## src/rtl/pclk_pkg.sv

```systemverilog
package pclk_pkg;
  localparam int MAX_SPAN = 8;
  localparam int CNT_W    = $clog2(MAX_SPAN);
  localparam int LEN_W    = CNT_W + 1;
  localparam int MODE_W   = 3;
  localparam int PH_W     = 2;
  localparam int FRAC_SPANS = 3;

  localparam logic [MODE_W-1:0] PM_X1   = 3'b000;
  localparam logic [MODE_W-1:0] PM_X2   = 3'b001;
  localparam logic [MODE_W-1:0] PM_X4   = 3'b010;
  localparam logic [MODE_W-1:0] PM_X8   = 3'b011;
  localparam logic [MODE_W-1:0] PM_FRAC = 3'b100;

  // span length in video clocks for a mode and sequence phase
  function automatic logic [LEN_W-1:0] span_len(input logic [MODE_W-1:0] m,
                                                input logic [PH_W-1:0] ph);
    case (m)
      PM_X2:   span_len = LEN_W'(2);
      PM_X4:   span_len = LEN_W'(4);
      PM_X8:   span_len = LEN_W'(MAX_SPAN);
      PM_FRAC: span_len = (ph == PH_W'(1)) ? LEN_W'(2) : LEN_W'(3);
      default: span_len = LEN_W'(1);
    endcase
  endfunction
endpackage

```

## src/rtl/pclk_mode_sel.sv

```systemverilog
module pclk_mode_sel
  import pclk_pkg::*;
(
  input  logic              clk_i,
  input  logic              rst_ni,
  input  logic              vclk_en_i,
  input  logic              at_start_i,
  input  logic [MODE_W-1:0] mode_i,
  output logic [MODE_W-1:0] eff_mode_o
);
  logic [MODE_W-1:0] mode_q;

  // live code at a pattern start, held code inside a pattern
  assign eff_mode_o = at_start_i ? mode_i : mode_q;

  always_ff @(posedge clk_i or negedge rst_ni) begin
    if (!rst_ni)                      mode_q <= PM_X1;
    else if (vclk_en_i && at_start_i) mode_q <= mode_i;
  end
endmodule

```

## src/rtl/pclk_span_ctr.sv

```systemverilog
module pclk_span_ctr
  import pclk_pkg::*;
(
  input  logic              clk_i,
  input  logic              rst_ni,
  input  logic              vclk_en_i,
  input  logic [MODE_W-1:0] eff_mode_i,
  output logic              last_o,
  output logic              first_half_o,
  output logic              at_start_o,
  output logic [PH_W-1:0]   phase_o
);
  logic [CNT_W-1:0] cnt_q;
  logic [PH_W-1:0]  phase_q;
  logic [LEN_W-1:0] len;
  logic [LEN_W-1:0] half;
  logic             frac_wrap;

  assign len          = span_len(eff_mode_i, phase_q);
  assign half         = (len + 1'b1) >> 1;
  assign last_o       = ({1'b0, cnt_q} == (len - {{CNT_W{1'b0}}, 1'b1}));
  assign first_half_o = ({1'b0, cnt_q} < half);
  assign at_start_o   = (cnt_q == '0) && (phase_q == '0);
  assign phase_o      = phase_q;
  assign frac_wrap    = (phase_q == PH_W'(FRAC_SPANS - 1));

  always_ff @(posedge clk_i or negedge rst_ni) begin
    if (!rst_ni) begin
      cnt_q   <= '0;
      phase_q <= '0;
    end else if (vclk_en_i) begin
      if (last_o) begin
        cnt_q <= '0;
        if (eff_mode_i == PM_FRAC && !frac_wrap) phase_q <= phase_q + 1'b1;
        else                                     phase_q <= '0;
      end else begin
        cnt_q <= cnt_q + 1'b1;
      end
    end
  end
endmodule

```

## src/rtl/pclk_level_reg.sv

```systemverilog
module pclk_level_reg (
  input  logic clk_i,
  input  logic rst_ni,
  input  logic vclk_en_i,
  input  logic level_i,
  output logic level_o
);
  always_ff @(posedge clk_i or negedge rst_ni) begin
    if (!rst_ni)        level_o <= 1'b0;
    else if (vclk_en_i) level_o <= level_i;
  end
endmodule

```

## src/rtl/pclk_gen.sv

```systemverilog
module pclk_gen
  import pclk_pkg::*;
(
  input  logic              clk_i,
  input  logic              rst_ni,
  input  logic              vclk_en_i,
  input  logic [MODE_W-1:0] mode_i,
  output logic              spclk_en_o,
  output logic              spclk_o,
  output logic [PH_W-1:0]   phase_o
);
  logic [MODE_W-1:0] eff_mode;
  logic              at_start;
  logic              last;
  logic              first_half;

  pclk_mode_sel u_mode (
    .clk_i      (clk_i),
    .rst_ni     (rst_ni),
    .vclk_en_i  (vclk_en_i),
    .at_start_i (at_start),
    .mode_i     (mode_i),
    .eff_mode_o (eff_mode)
  );

  pclk_span_ctr u_ctr (
    .clk_i        (clk_i),
    .rst_ni       (rst_ni),
    .vclk_en_i    (vclk_en_i),
    .eff_mode_i   (eff_mode),
    .last_o       (last),
    .first_half_o (first_half),
    .at_start_o   (at_start),
    .phase_o      (phase_o)
  );

  pclk_level_reg u_lvl (
    .clk_i     (clk_i),
    .rst_ni    (rst_ni),
    .vclk_en_i (vclk_en_i),
    .level_i   (first_half),
    .level_o   (spclk_o)
  );

  assign spclk_en_o = vclk_en_i && last;
endmodule

```

## config.mk

```make
export PLATFORM = sky130hd
export DESIGN_NAME = pclk_gen
export DESIGN_NICKNAME = d
export VERILOG_FILES = /design/src/rtl/pclk_pkg.sv /design/src/rtl/pclk_mode_sel.sv /design/src/rtl/pclk_span_ctr.sv /design/src/rtl/pclk_level_reg.sv /design/src/rtl/pclk_gen.sv
export SDC_FILE = /design/constraint.sdc
export NUM_CORES = 1
export LEC_CHECK = 0
export BUFFER_PORTS_ARGS = -buffer_cell sky130_fd_sc_hd__clkbuf_2
export CAP_MARGIN = 20
export CORE_MARGIN = 2
export CORE_UTILIZATION = 50
export DETAILED_ROUTE_END_ITERATION = 8
export PLACE_DENSITY = 0.8
export SLEW_MARGIN = 10
export SYNTH_ARGS = -nofsm -noshare
export SYNTH_HDL_FRONTEND = slang
export SYNTH_SLANG_ARGS = --single-unit
export TNS_END_PERCENT = 20
```

## constraint.sdc

```tcl
create_clock -name clk_i -period 2.4 [get_ports clk_i]
set_input_delay 0.12 -clock clk_i [delete_from_list [all_inputs] [get_ports clk_i]]
set_output_delay 0.12 -clock clk_i [all_outputs]
set_load 0.01 [all_outputs]
```

## Word-level counts from Yosys, hierarchy flattened

Index checks and enable logic that the tools add are counted.

| word-level totals | value |
|---|---|
| bits in registers | 9 |
| latch bits | 0 |
| RAM bits | 0 |
| bits in read-only memories | 0 |
| input port bits | 6 |
| output and inout port bits | 4 |
| logic and storage cells | 29 |
| memories | 0 |

| cells by class | value |
|---|---|
| add/subtract/negate cells | 4 |
| $mul | 0 |
| divide/modulo/power cells | 0 |
| order comparisons | 1 |
| eq/ne operators | 7 |
| shift-type cells | 0 |
| multiplexer cells | 5 |
| bitwise logic cells | 0 |
| reductions and logical operators | 8 |

Operators by type and width:

| cell | number |
|---|---|
| case mux 4 bit (4 select lines) | 1 |
| == test 3 x 2 -> 1 bit, second input constant | 2 |
| 2-to-1 mux 3 bit | 2 |
| adder 4 x 1 -> 4 bit, second input constant | 1 |
| == test 3 x 4 -> 1 bit | 1 |
| logical AND 1 bit | 4 |
| subtractor 4 x 1 -> 4 bit, second input constant | 1 |
| adder 3 x 1 -> 3 bit, second input constant | 1 |
| == test 3 x 1 -> 1 bit, second input constant | 1 |
| == test 3 bit, second input constant | 1 |
| logical NOT 3 bit | 1 |
| less-than comparator 3 bit | 1 |
| adder 2 x 1 -> 2 bit, second input constant | 1 |
| == test 2 x 1 -> 1 bit, second input constant | 1 |
| == test 2 bit, second input constant | 1 |
| logical NOT 2 bit | 1 |
| 2-to-1 mux 2 bit | 1 |
| AND reduction 2 bit | 1 |
| logical NOT 1 bit | 1 |
| 2-to-1 mux 1 bit | 1 |

## Longest topological paths before layout

Gate-level depths: netlist of run 1.

| depth | value |
|---|---|
| depth in word-level cells | 8 |
| depth in mapped cells | 12 |
| depth with buffers taken out | 12 |

## Modules after synthesis

From an unflattened synthesis of run 1, not the netlist that was laid out.

| second synthesis, totals | value |
|---|---|
| cell total of the unflattened synthesis | 72 |
| area total of the unflattened synthesis | 783.3 um2 |

Modules (own cells, without submodules):

| module | times used | cells each | area each (um2) | sequential area each (um2) |
|---|---|---|---|---|
| pclk_span_ctr | 1 | 59 | 588.1 | 125.1 |
| pclk_mode_sel | 1 | 10 | 148.9 | 75.1 |
| pclk_level_reg | 1 | 2 | 40.0 | 25.0 |
| pclk_gen | 1 | 1 | 6.3 | 0.0 |

## Least setup slack after synthesis of run 1

No wires, ideal clock.

| timing | value |
|---|---|
| kind | register to register |
| start | register u_ctr.phase_q[1] (netlist: u_ctr.phase_o[1]) |
| end | register u_ctr.phase_q[0] (netlist: u_ctr.phase_o[0]) |
| setup time | 0.079 ns |
| arrival time | 2.317 ns |
| data required time | 2.321 ns |
| setup slack | 0.004 ns |
| cell stages (with the launch flop) | 13 |
| path buffers | 0 |
| period minus slack after synthesis | 2.396 ns |
| cell sequence | dfrtp_1 > inv_1 > ha_1 > nor4bb_1 > nor3_1 > nor2_1 > inv_1 > ha_1 > xnor2_1 > nor2_1 > mux2_4 > nand3_4 > mux2i_1 |

| between the ends | value |
|---|---|
| cells in the longest elaborated chain, start to end | 8 |
| elaborated cells between the ends (all ways) | 17 |
| those cells by class | add/sub: 1; eq/ne: 7; mux: 4; reduce/logical: 5 |

Ends and longest elaborated chain:

| item | line | RTL |
|---|---|---|
| start, declared | pclk_span_ctr.sv:14 | `logic [PH_W-1:0] phase_q;` |
| start signal, assigned | pclk_span_ctr.sv:34 | `if (eff_mode_i == PM_FRAC && !frac_wrap) phase_q <= phase_q + 1'b1;` |
| logical NOT 2 bit | pclk_span_ctr.sv:23 | `assign at_start_o = (cnt_q == '0) && (phase_q == '0);` |
| logical AND 1 bit | pclk_span_ctr.sv:23 |  |
| 2-to-1 mux 3 bit | pclk_mode_sel.sv:14 | `assign eff_mode_o = at_start_i ? mode_i : mode_q;` |
| == test 3 bit, or another cell as far along | pclk_pkg.sv:18, pclk_span_ctr.sv:34 |  |
| case mux 4 bit (4 select lines) | pclk_pkg.sv:18 | `case (m)` |
| subtractor 4 x 1 -> 4 bit | pclk_span_ctr.sv:21 | `assign last_o = ({1'b0, cnt_q} == (len - {{CNT_W{1'b0}}, 1'b1}));` |
| == test 3 x 4 -> 1 bit | pclk_span_ctr.sv:21 |  |
| AND reduction 2 bit (no source line) | n/a |  |

Several ways; a longest one is shown, not always the timed one.
A chain may end at the register's enable or synchronous reset.

## Worst setup path after layout of run 1

| timing | value |
|---|---|
| start | register u_ctr.phase_q[1] (netlist: u_ctr.phase_o[1]) |
| end | output port spclk_en_o |

| between the ends | value |
|---|---|
| cells in the longest elaborated chain, start to end | 8 |
| elaborated cells between the ends (all ways) | 13 |
| those cells by class | add/sub: 1; eq/ne: 6; mux: 3; reduce/logical: 3 |

Ends and longest elaborated chain:

| item | line | RTL |
|---|---|---|
| logical NOT 2 bit | pclk_span_ctr.sv:23 |  |
| logical AND 1 bit | pclk_span_ctr.sv:23 |  |
| 2-to-1 mux 3 bit | pclk_mode_sel.sv:14 |  |
| == test 3 bit, or another cell as far along | pclk_pkg.sv:18 |  |
| case mux 4 bit (4 select lines) (*) | pclk_pkg.sv:18 |  |
| subtractor 4 x 1 -> 4 bit (*) | pclk_span_ctr.sv:21 |  |
| == test 3 x 4 -> 1 bit (*) | pclk_span_ctr.sv:21 |  |
| logical AND 1 bit (*) | pclk_gen.sv:45 | `assign spclk_en_o = vclk_en_i && last;` |
| end, declared | pclk_gen.sv:8 | `output logic spclk_en_o,` |

Every way passes the cells marked *; elsewhere a longest branch is shown, timed or not.

==> results of run 1 <==
where the power goes:
group          internal [W]  switching, W
clock             0.0000640     0.0000542
sequential         0.000225     0.0000569
combinational       0.00102      0.000892
cell type report:
type / count / area (um2)
multi-input cells: 66 / 733
well taps: 17 / 21.3
repair buffers: 34 / 235
flip-flops and latches: 9 / 225
fillers: 98 / 395
clock buffers: 4 / 26.3
inverters: 9 / 33.8
repair_timing:
item	4_1_cts	5_1_grt
hold buffers	1	0
gates resized for setup	23	2
setup endpoints to repair	7	7
endpoints found under the hold margin	9	0
buffers inserted	7	0
pin swaps	10	6
cloned	0	0
worst paths after layout:
check,start,endpoint,slack [ps],cells after the start
min in group asynchronous,rst_ni,u_ctr.cnt_q[0]$_DFFE_PN0P_,270,2
max reg2reg,u_ctr.phase_o[1]$_DFFE_PN0P_,u_ctr.phase_o[0]$_DFFE_PN0P_,-210,13
min,vclk_en_i,u_ctr.cnt_q[0]$_DFFE_PN0P_,230,2
min reg2reg,u_lvl.level_o$_DFFE_PN0P_,u_lvl.level_o$_DFFE_PN0P_,530,1
max,u_ctr.phase_o[1]$_DFFE_PN0P_,spclk_en_o,-280,13
max in group asynchronous,rst_ni,u_mode.mode_q[0]$_DFFE_PN0P_,1930,2
state kept, by name, indices dropped and copies added (netlist names):
register	flops
u_mode.mode_q	3
u_ctr.phase_o	2
u_lvl.level_o	1
u_ctr.cnt_q	3
per-stage QoR:
step / TNS (ps) / instances / total power [W] / utilization / worst slack, ps
3_3_place_gp: -318 / 127 / 0.00151 / 0.628 / -87.8
2_1_floorplan: 0 / 85 / 0.00116 / - / 3.50
5_1_grt: -1440 / 139 / 0.00245 / 0.763 / -399
6_report: -746 / 139 / 0.00231 / 0.763 / -276
3_5_place_dp: -1310 / 127 / 0.00156 / 0.628 / -284
4_1_cts: -392 / 139 / 0.00217 / 0.761 / -197
logic make-up after synthesis:
group | count (synthesis) | share of synthesized area
buf+inv | 10 | 0.0479
flops | 9 | 0.261
fa+ha+maj | 9 | 0.131
compound gates | 14 | 0.148
simple gates | 28 | 0.234
xor+xnor | 5 | 0.0508
mux | 10 | 0.128
layer usage:
layer | vias up | track usage | share of wire
li1 | 383 | - | -
met1 | 391 | 0.372 | 0.45
met2 | 38 | 0.468 | 0.49
met3 | 8 | 0.0119 | 0.036
met4 | 0 | 0.0765 | 0.024
met5 | - | 0 | 0
synthesized netlist by cell type, drive strengths merged:
| master | n | area share |
|---|---|---|
| dfrtp | 9 | 0.26 |
| ha | 9 | 0.13 |
| inv | 9 | 0.039 |
| nand2 | 7 | 0.030 |
| mux2 | 5 | 0.070 |
| mux2i | 5 | 0.058 |
| nor2 | 4 | 0.017 |
| xnor2 | 3 | 0.030 |
| a21o | 2 | 0.017 |
| a21oi | 2 | 0.012 |
| nand3 | 2 | 0.026 |
| nand3b | 2 | 0.032 |
| nor3 | 2 | 0.012 |
| nor3b | 2 | 0.017 |
| nor4bb | 2 | 0.030 |
| o211ai | 2 | 0.017 |
| o21ba | 2 | 0.023 |
| or4 | 2 | 0.022 |
| xor2 | 2 | 0.020 |
| a22oi | 1 | 0.0087 |
| a31o | 1 | 0.010 |
| a41oi | 1 | 0.010 |
| and3b | 1 | 0.012 |
| and4b | 1 | 0.012 |
| buf | 1 | 0.0087 |
| nor2b | 1 | 0.0073 |
| o2111ai | 1 | 0.030 |
| o21ai | 1 | 0.0058 |
| o32a | 1 | 0.013 |
| or2 | 1 | 0.0073 |
| or2b | 1 | 0.0087 |
worst max-delay path, delay by kind of cell (launching register included):
family,cells,cell delay [ps]
xor gates and xnor gates,1,160
adders and majority gates,2,420
and+or+nand+nor,5,660
buffers and inverters,4,360
muxes,1,300
DFF,1,400
==> run_results.csv, run 1 <==
group,metric,value,unit
cells_and_area,final_common_cell,"buf_4",
placed_design,portBuffers,9,
synthesis,yosysWarnings,0,
cells_and_area,fin_nets,138,
routing,ant_nets,0,
clock_network,numClockSinks,9,
floorplanning,initial_core_util,0.516,
floorplanning,core,1670,um2
power_and_ir_drop,p_leak,0.623,nW
routing,via_per_inst,5.90,
floorplanning,num_io_pins,10,
sta,worst_slack,-276,ps
synthesis,synth_area,862,um2
synthesis,syn-instance-count,85,
critical_path,endpoint_kind,"output pin",
sta,max-slew-margin-rel,0.798,
clock_network,tritoncts,"done",
clock_network,cts-root-buf,"clkbuf_4",
placed_design,placed_cell_area,1050,um2
power_and_ir_drop,irDropWorstVdd,1.29,mV
synthesis,synth_nets,100,
outcome,failed_checks,"setup timing",
run,cap_violations,0,
floorplanning,die_area,2070,um2
synthesis,ys_types,36,
hold_path,hold_class,"in2reg",
outcome,status,"finished, violations left",
clock_network,clkTransAtPathRegs,70,ps
sta,drv_slew,0,
cells_and_area,layout_common_cells,"24 x buf_4, 9 x clkbuf_2, 9 x dfrtp_1",
critical_path,cpMaxStageDelayCell,"dfrtp_1",
synthesis,syn-mean-instance-area,10.1,um2
placed_design,hpwl,1490,um
critical_path,crit_chain,"inv_2, ha_4, nor4bb_4, nor3_2, nor2_1, inv_1, ha_4, xnor2_4, nor2_2, mux2_4, nand3_4, inv_2, clkbuf_2",
global_routing,grt_pass1_vias,796,
sta,fin_crit_sh,1.11,
critical_path,cp.arrival,2560,ps
clock_network,clk_path_buf_depth,2,
critical_path,critPathMaxStageDelay,400,ps
sta,fin_hold_ws,226,ps
critical_path,crit_required,2280,ps
clock_network,htreeDepth,1,
placed_design,place.gp.congestion,0.786,
cells_and_area,area_growth_syn_to_layout,47.9,%
routing,vias,820,
routing,drc,0,
critical_path,worstSetupPathType,"reg2out",
floorplanning,dieWidth,45.5,um
clock_network,clk_latency,250,ps
power_and_ir_drop,powerDensity,1810,nW/um2
cells_and_area,layout-drive-gt1-share,0.549,
sta,rsz0062_at_grt,"yes",
routing,firstDrtPassIters,4,
routing,wire_per_inst,18.3,um
cells_and_area,diodes,0,
global_routing,antenna_found_initial,0,
synthesis,seq_area_frac_synth,0.261,
global_routing,grt_max_degree,10,
sta,fmax,0.374,GHz
sta,clock-skew-final,3.39,ps
sta,period_minus_slack,2680,ps
routing,wl,2540,um
sta,finalHoldViolations,0,
cells_and_area,postLayoutCellArea,1270,um2
sta,setup_viol,6,
critical_path,crit_fanout,3,
sta,tightest_slew,294,ps
synthesis,ys_seq_elements,9,
clock_network,numCtsBuffers,3,
global_routing,grt_pass1_wl,4050,um
routing,drtIter0Drc,18,
global_routing,grt_overflow,0,
floorplanning,num_rows,15,
critical_path,critPathLaunchType,"flip-flop",
global_routing,grt_use_total,0.274,
floorplanning,die_h,45.5,um
Power figures use the tool's default switching activity.
==> inputs of run 2 (changes only) <==
- SYNTH_HIERARCHICAL: not set -> 1
==> run 2 against run 1 <==
Critical path type unchanged; routed wire length fell by 6.8%; global-route usage grew 1.7 points; first-iteration DRC count is 28% higher; the flow still finishes with violations (setup timing); clock skew up 12 ps; flip-flop and latch count unchanged; worst hold slack worse by 120 ps; design area decreased by 6.2%; via count is 9.1% lower; synthesized area down 9.1%; final cell count is 7.9% lower; largest cell class unchanged; synthesized cell count decreased by 15%; non-clock buffer count increased by 3.
==> run_results.csv, run 2 <==
group,metric,value,unit
outcome,status,"finished, violations left",
outcome,failed_checks,"setup timing",
sta,setup_viol,7,
synthesis,ys_types,32,
synthesis,synthFlopType,"dfrtp_1",
cells_and_area,fillers,82,
floorplanning,initial_core_util,0.526,
critical_path,critPathMaxStageDelay,420,ps
routing,vias,745,
synthesis,syn-mean-instance-area,10.9,um2
clock_network,tritoncts,"done",
sta,fmax,0.314,GHz
sta,clock-skew-final,15.2,ps
clock_network,clk_path_buf_depth,2,
cells_and_area,layout-drive-gt1-share,0.571,
synthesis,synth_common_cells,"9 x dfrtp_1, 9 x ha_1, 8 x inv_1, 4 x xnor2_1",
placed_design,portBuffers,9,
critical_path,worstSetupPathType,"reg2out",
sta,period_minus_slack,3180,ps
synthesis,async_reset_ff_frac,1.00,
routing,ant_nets,0,
critical_path,crit_chain,"inv_2, ha_4, and3b_2, mux2_4, o21ba_4, or2_4, ha_4, xnor2_4, xnor2_2, buf_4, a21oi_4, nor2b_1, and2_1, buf_2",
synthesis,netlist.area_leader.share,0.288,
hold_path,hp-start,"mode_i[2]",
synthesis,synthTopCellsByArea,"dfrtp_1 29%, ha_1 14%, xnor2_1 4.5%",
clock_network,cts-root-buf,"clkbuf_4",
clock_network,htreeDepth,1,
floorplanning,dieWidth,43.6,um
clock_network,clkTransAtPathRegs,70,ps
synthesis,syn-instance-count,72,
critical_path,r2r.worst_path.cells,12,
global_routing,grt_max_degree,10,
floorplanning,core,1490,um2
global_routing,grt_overflow,0,
floorplanning,die_h,43.6,um
clock_network,numClockSinks,9,
critical_path,cpMaxStageDelayCell,"dfrtp_1",
hold_path,hold_path_depth,2,
run,cap_violations,0,
global_routing,grt_pass1_wl,3840,um
critical_path,crit_fanout,4,
global_routing,antenna_found_initial,0,
cells_and_area,area_growth_syn_to_layout,52.7,%
sta,rsz0062_at_grt,"yes",
global_routing,grt_pass1_vias,814,
sta,tightest_slew,357,ps
critical_path,endpoint_kind,"output pin",
routing,drtIter0Drc,23,
placed_design,place_ws,-702,ps
cells_and_area,fin_nets,128,
synthesis,yosysWarnings,6,
critical_path,ff2ff_setup_slack,-740,ps
hold_path,hold_class,"in2reg",
critical_path,cp.arrival,3060,ps
critical_path,rr_startpoint,"u_ctr/cnt_q[1]$_DFFE_PN0P_",
synthesis,synth_edf_count,0,
routing,via_per_inst,5.82,
routing,wire_per_inst,18.5,um
sta,fin_crit_sh,1.33,
clock_network,clk_latency,260,ps
sta,drv_slew,0,
sta,worst_slack,-782,ps
sta,setup_tns,-4450,ps
floorplanning,die_area,1900,um2
global_routing,grt_use_total,0.291,
routing,firstDrtPassIters,4,
hold_path,worstHoldEndpoint,"u_mode/mode_q[2]$_DFFE_PN0P_",
critical_path,critPathLaunchType,"flip-flop",
sta,max-slew-margin-rel,0.762,
synthesis,seq_area_frac_synth,0.288,
synthesis,ys_seq_elements,9,
synthesis,synth_area,783,um2
cells_and_area,layout_common_cells,"27 x buf_4, 9 x dfrtp_1, 8 x clkbuf_2",
routing,wl,2360,um
placed_design,place.gp.congestion,0.769,
floorplanning,num_io_pins,10,
routing,drc,0,
sta,finalHoldViolations,0,
synthesis,synth_nets,87,
placed_design,hpwl,1480,um
synthesis,yosysTopAreaCell,"dfrtp_1",
critical_path,r2r_end,"u_ctr/phase_o[1]$_DFFE_PN0P_",
critical_path,cp_common_cell,"ha_4",
cells_and_area,diodes,0,
cells_and_area,final_common_cell,"buf_4",
floorplanning,num_rows,14,
clock_network,numCtsBuffers,3,
critical_path,crit_required,2280,ps
[run 2: cell count changes in the layout (fill, tap and decap cells not counted), moves of 2 or more]
cell      delta
buf_4        +3
ha_4         -2
mux2_1       +3
mux2_2       -4
mux2_4       +4
mux2i_1      -3
nand2_1      -4
nor2b_1      +2
nor3b_1      -2
o211ai_1     -2
o21ba_2      -2
[run 2: cell families (layout without fill, tap and decap cells)]
group,after synthesis,in the layout,share of synthesized area
AND/OR/NAND/NOR,18,18,0.171
adder cells (fa/ha/maj),9,9,0.144
XOR/XNOR,6,6,0.0671
flip-flops,9,9,0.288
buffers and inverters,9,49,0.0527
AO/OA/AOI/OAI,11,11,0.128
multiplexers,10,10,0.150
[run 2: worst max-delay path, delay by kind of cell, from the launching register on]
family	cells	cell delay, ps
and+or+nand+nor	4	730
DFF	1	420
buffers and inverters	3	380
muxes	1	360
AOI/OAI and AO/OA	2	350
adders and majority gates	2	300
xor gates and xnor gates	2	270
[run 2: worst max path at each step]
stage                                            start  slack, ps                      endpoint  cells after the start
after floorplan           u_ctr/phase_o[0]$_DFFE_PN0P_       -650  u_ctr/phase_o[0]$_DFFE_PN0P_                     11
after global placement      u_ctr/cnt_q[0]$_DFFE_PN0P_       -590  u_ctr/phase_o[1]$_DFFE_PN0P_                     12
after detailed placement  u_ctr/phase_o[1]$_DFFE_PN0P_       -700  u_ctr/phase_o[1]$_DFFE_PN0P_                     12
after CTS                   u_ctr/cnt_q[1]$_DFFE_PN0P_       -780                    spclk_en_o                     14
after global routing        u_ctr/cnt_q[1]$_DFFE_PN0P_       -890                    spclk_en_o                     14
final                       u_ctr/cnt_q[1]$_DFFE_PN0P_       -780                    spclk_en_o                     14
[run 2: repair_timing]
action,CTS,global route
resized for setup,8,7
setup endpoints to repair,7,7
hold buffers,1,0
buffers inserted,3,1
hold endpoints to repair,9,0
pin swaps,7,2
[run 2: layer usage]
metal	GRT usage	part of all wire	vias to the layer above
met4	0.188	0.048	0
li1	-	-	335
met2	0.512	0.50	31
met1	0.315	0.42	365
met3	0.0542	0.035	14
met5	0	0	-
[run 2: final cells by class]
cell class	instances	area, um2	share of cell area
clock buffers	4	26.3	0.0220
inverters	8	30.0	0.0251
repair buffers	37	258	0.215
flip-flops and latches	9	225	0.188
multi-input cells	54	637	0.532
well taps	16	20.0	0.0167
[run 2: stage by stage]
step | instance area (um2) | util | hold WS (ps) | instances
floorplan | 822 | - | -176 | 72
global placement | 1050 | 0.704 | -27.7 | 119
detailed placement | 1050 | 0.704 | -24.8 | 119
CTS | 1160 | 0.776 | 96.1 | 127
global route | 1200 | 0.803 | 110 | 128
finish | 1200 | 0.803 | 111 | 128
Power of run 2 is left out: the tool's default activity adds up to more than one toggle a clock period on the data nets, which glitch-free logic cannot reach.
==> inputs of run 3 (changes only) <==
- PLACE_DENSITY: 0.8 -> 0.77
- clock period: 2.4 -> 3.9 ns (I/O delays scaled with it)
==> run 3 against run 2 <==
The flow now finishes without violations; die area stayed put; first-iteration DRC count is 61% lower; via count is 25% lower; routed wire length is 43% lower; setup slack better by 1100 ps; design area is 27% lower; highest routed layer unchanged; critical endpoint unchanged; count of clock-buffer cells in the layout stayed put; flip-flop and latch count stayed put.
==> run_results.csv, run 3 (synthesis results as in run 2) <==
group,metric,value,unit
sta,clock-skew-final,5.90,ps
sta,fmax,0.278,GHz
critical_path,worstSetupPathType,"reg2out",
clock_network,clk_latency,260,ps
sta,setup_tns,0,ps
critical_path,endpoint_kind,"output pin",
global_routing,grt_pass1_vias,499,
routing,met2WireLength,609,um
run,cap_violations,0,
cells_and_area,area_growth_syn_to_layout,11.5,%
critical_path,startpoint,"u_ctr/cnt_q[1]$_DFFE_PN0P_",
cells_and_area,layout-drive-gt1-share,0.271,
routing,firstDrtPassIters,4,
clock_network,clk_path_buf_depth,2,
clock_network,htreeDepth,1,
routing,vias,557,
routing,met1_length,668,um
sta,setup_viol,0,
sta,finalHoldViolations,0,
placed_design,place.gp.congestion,0.848,
sta,drv_slew,0,
critical_path,r2r_end,"u_ctr/phase_o[0]$_DFFE_PN0P_",
cells_and_area,finalNonFillerCells,101,
cells_and_area,layout_common_cells,"9 x clkbuf_2, 9 x ha_1, 9 x dfrtp_1",
clock_network,tritoncts,"done",
floorplanning,die_area,1900,um2
floorplanning,die_h,43.6,um
hold_path,hp-start,"mode_i[0]",
critical_path,ff2ff_setup_slack,430,ps
routing,via_per_inst,5.51,
cells_and_area,fin_nets,101,
floorplanning,dieWidth,43.6,um
floorplanning,num_rows,14,
routing,ant_nets,0,
critical_path,cp.arrival,3400,ps
sta,rsz0062_at_grt,"no",
outcome,status,"finished, final reports clean",
critical_path,crit_required,3700,ps
routing,highest_layer,"met4",
hold_path,hold_class,"in2reg",
routing,drtIter0Drc,9,
sta,period_minus_slack,3590,ps
placed_design,portBuffers,9,
clock_network,cts-root-buf,"clkbuf_4",
global_routing,grt_pass1_wl,2190,um
routing,met3_length,45,um
placed_design,dp_cells,96,
routing,wire_per_inst,13.2,um
clock_network,postCtsSetupBuffers,0,
clock_network,numClockSinks,9,
critical_path,critPathLaunchType,"flip-flop",
critical_path,r2r.worst_path.cells,11,
sta,tightest_slew,471,ps
clock_network,ctsResizeCount,0,
global_routing,grt_use_total,0.160,
global_routing,grt_overflow,0,
cells_and_area,diodes,0,
routing,wl,1340,um
floorplanning,core,1490,um2
hold_path,hold_path_depth,2,
critical_path,rr_startpoint,"u_ctr/cnt_q[1]$_DFFE_PN0P_",
cells_and_area,fillers,124,
critical_path,crit_fanout,6,
clock_network,numCtsBuffers,3,
floorplanning,initial_core_util,0.526,
clock_network,clkTransAtPathRegs,60,ps
routing,drc,0,
global_routing,grt_max_degree,10,
hold_path,worstHoldEndpoint,"u_mode/mode_q[0]$_DFFE_PN0P_",
sta,max-slew-margin-rel,0.683,
global_routing,antenna_found_initial,0,
floorplanning,num_io_pins,10,
sta,fin_crit_sh,0.921,
placed_design,hpwl,1080,um
==> run 3: cell type report <==
class | count | area, um2 | area share
multi-input combinational | 54 | 517 | 0.592
tap | 16 | 20.0 | 0.0229
clock buffer | 4 | 26.3 | 0.0301
timing repair buffer | 10 | 55.1 | 0.0630
inverter | 8 | 30.0 | 0.0344
sequential | 9 | 225 | 0.258
==> run 3: how the worst max path moves through the flow <==
stage                                              end  slack [ps]
after global routing                        spclk_en_o          90
final                                       spclk_en_o         310
after detailed placement  u_ctr/phase_o[0]$_DFFE_PN0P_         430
after global placement    u_ctr/phase_o[0]$_DFFE_PN0P_         500
after CTS                                   spclk_en_o         290
after floorplan           u_ctr/phase_o[0]$_DFFE_PN0P_         740
==> run 3: routing by layer <==
metal,up-vias,track usage
met5,-,0
met4,0,0.0909
met3,2,0.0250
met2,13,0.247
met1,260,0.211
li1,282,-
==> run 3: worst max-delay path, stage by stage, from the launching register on <==
cell and delay [ps]:
dfrtp_1 440, inv_1 120, ha_1 150, and3b_1 250
mux2_2 440, o21ba_2 230, or2_1 250, ha_1 220
xnor2_1 130, xnor2_1 400, a21oi_1 110, nor2b_1 150
and2_1 140, clkbuf_2 120
==> run 3: what timing repair did <==
action	in CTS	in global routing
hold endpoints to repair	9	0
hold buffers	1	0
setup endpoints to repair	0	0
==> run 3: stage by stage <==
step	setup WS [ps]	utilization	hold WS (ps)	cell area, um2
after floorplan	738	-	-101	783
after global placement	505	0.562	62.3	837
after detailed placement	433	0.562	69.6	837
after CTS	288	0.587	151	873
after global routing	92.4	0.587	181	873
final	306	0.587	158	873
Power of run 3 is left out for the same reason.
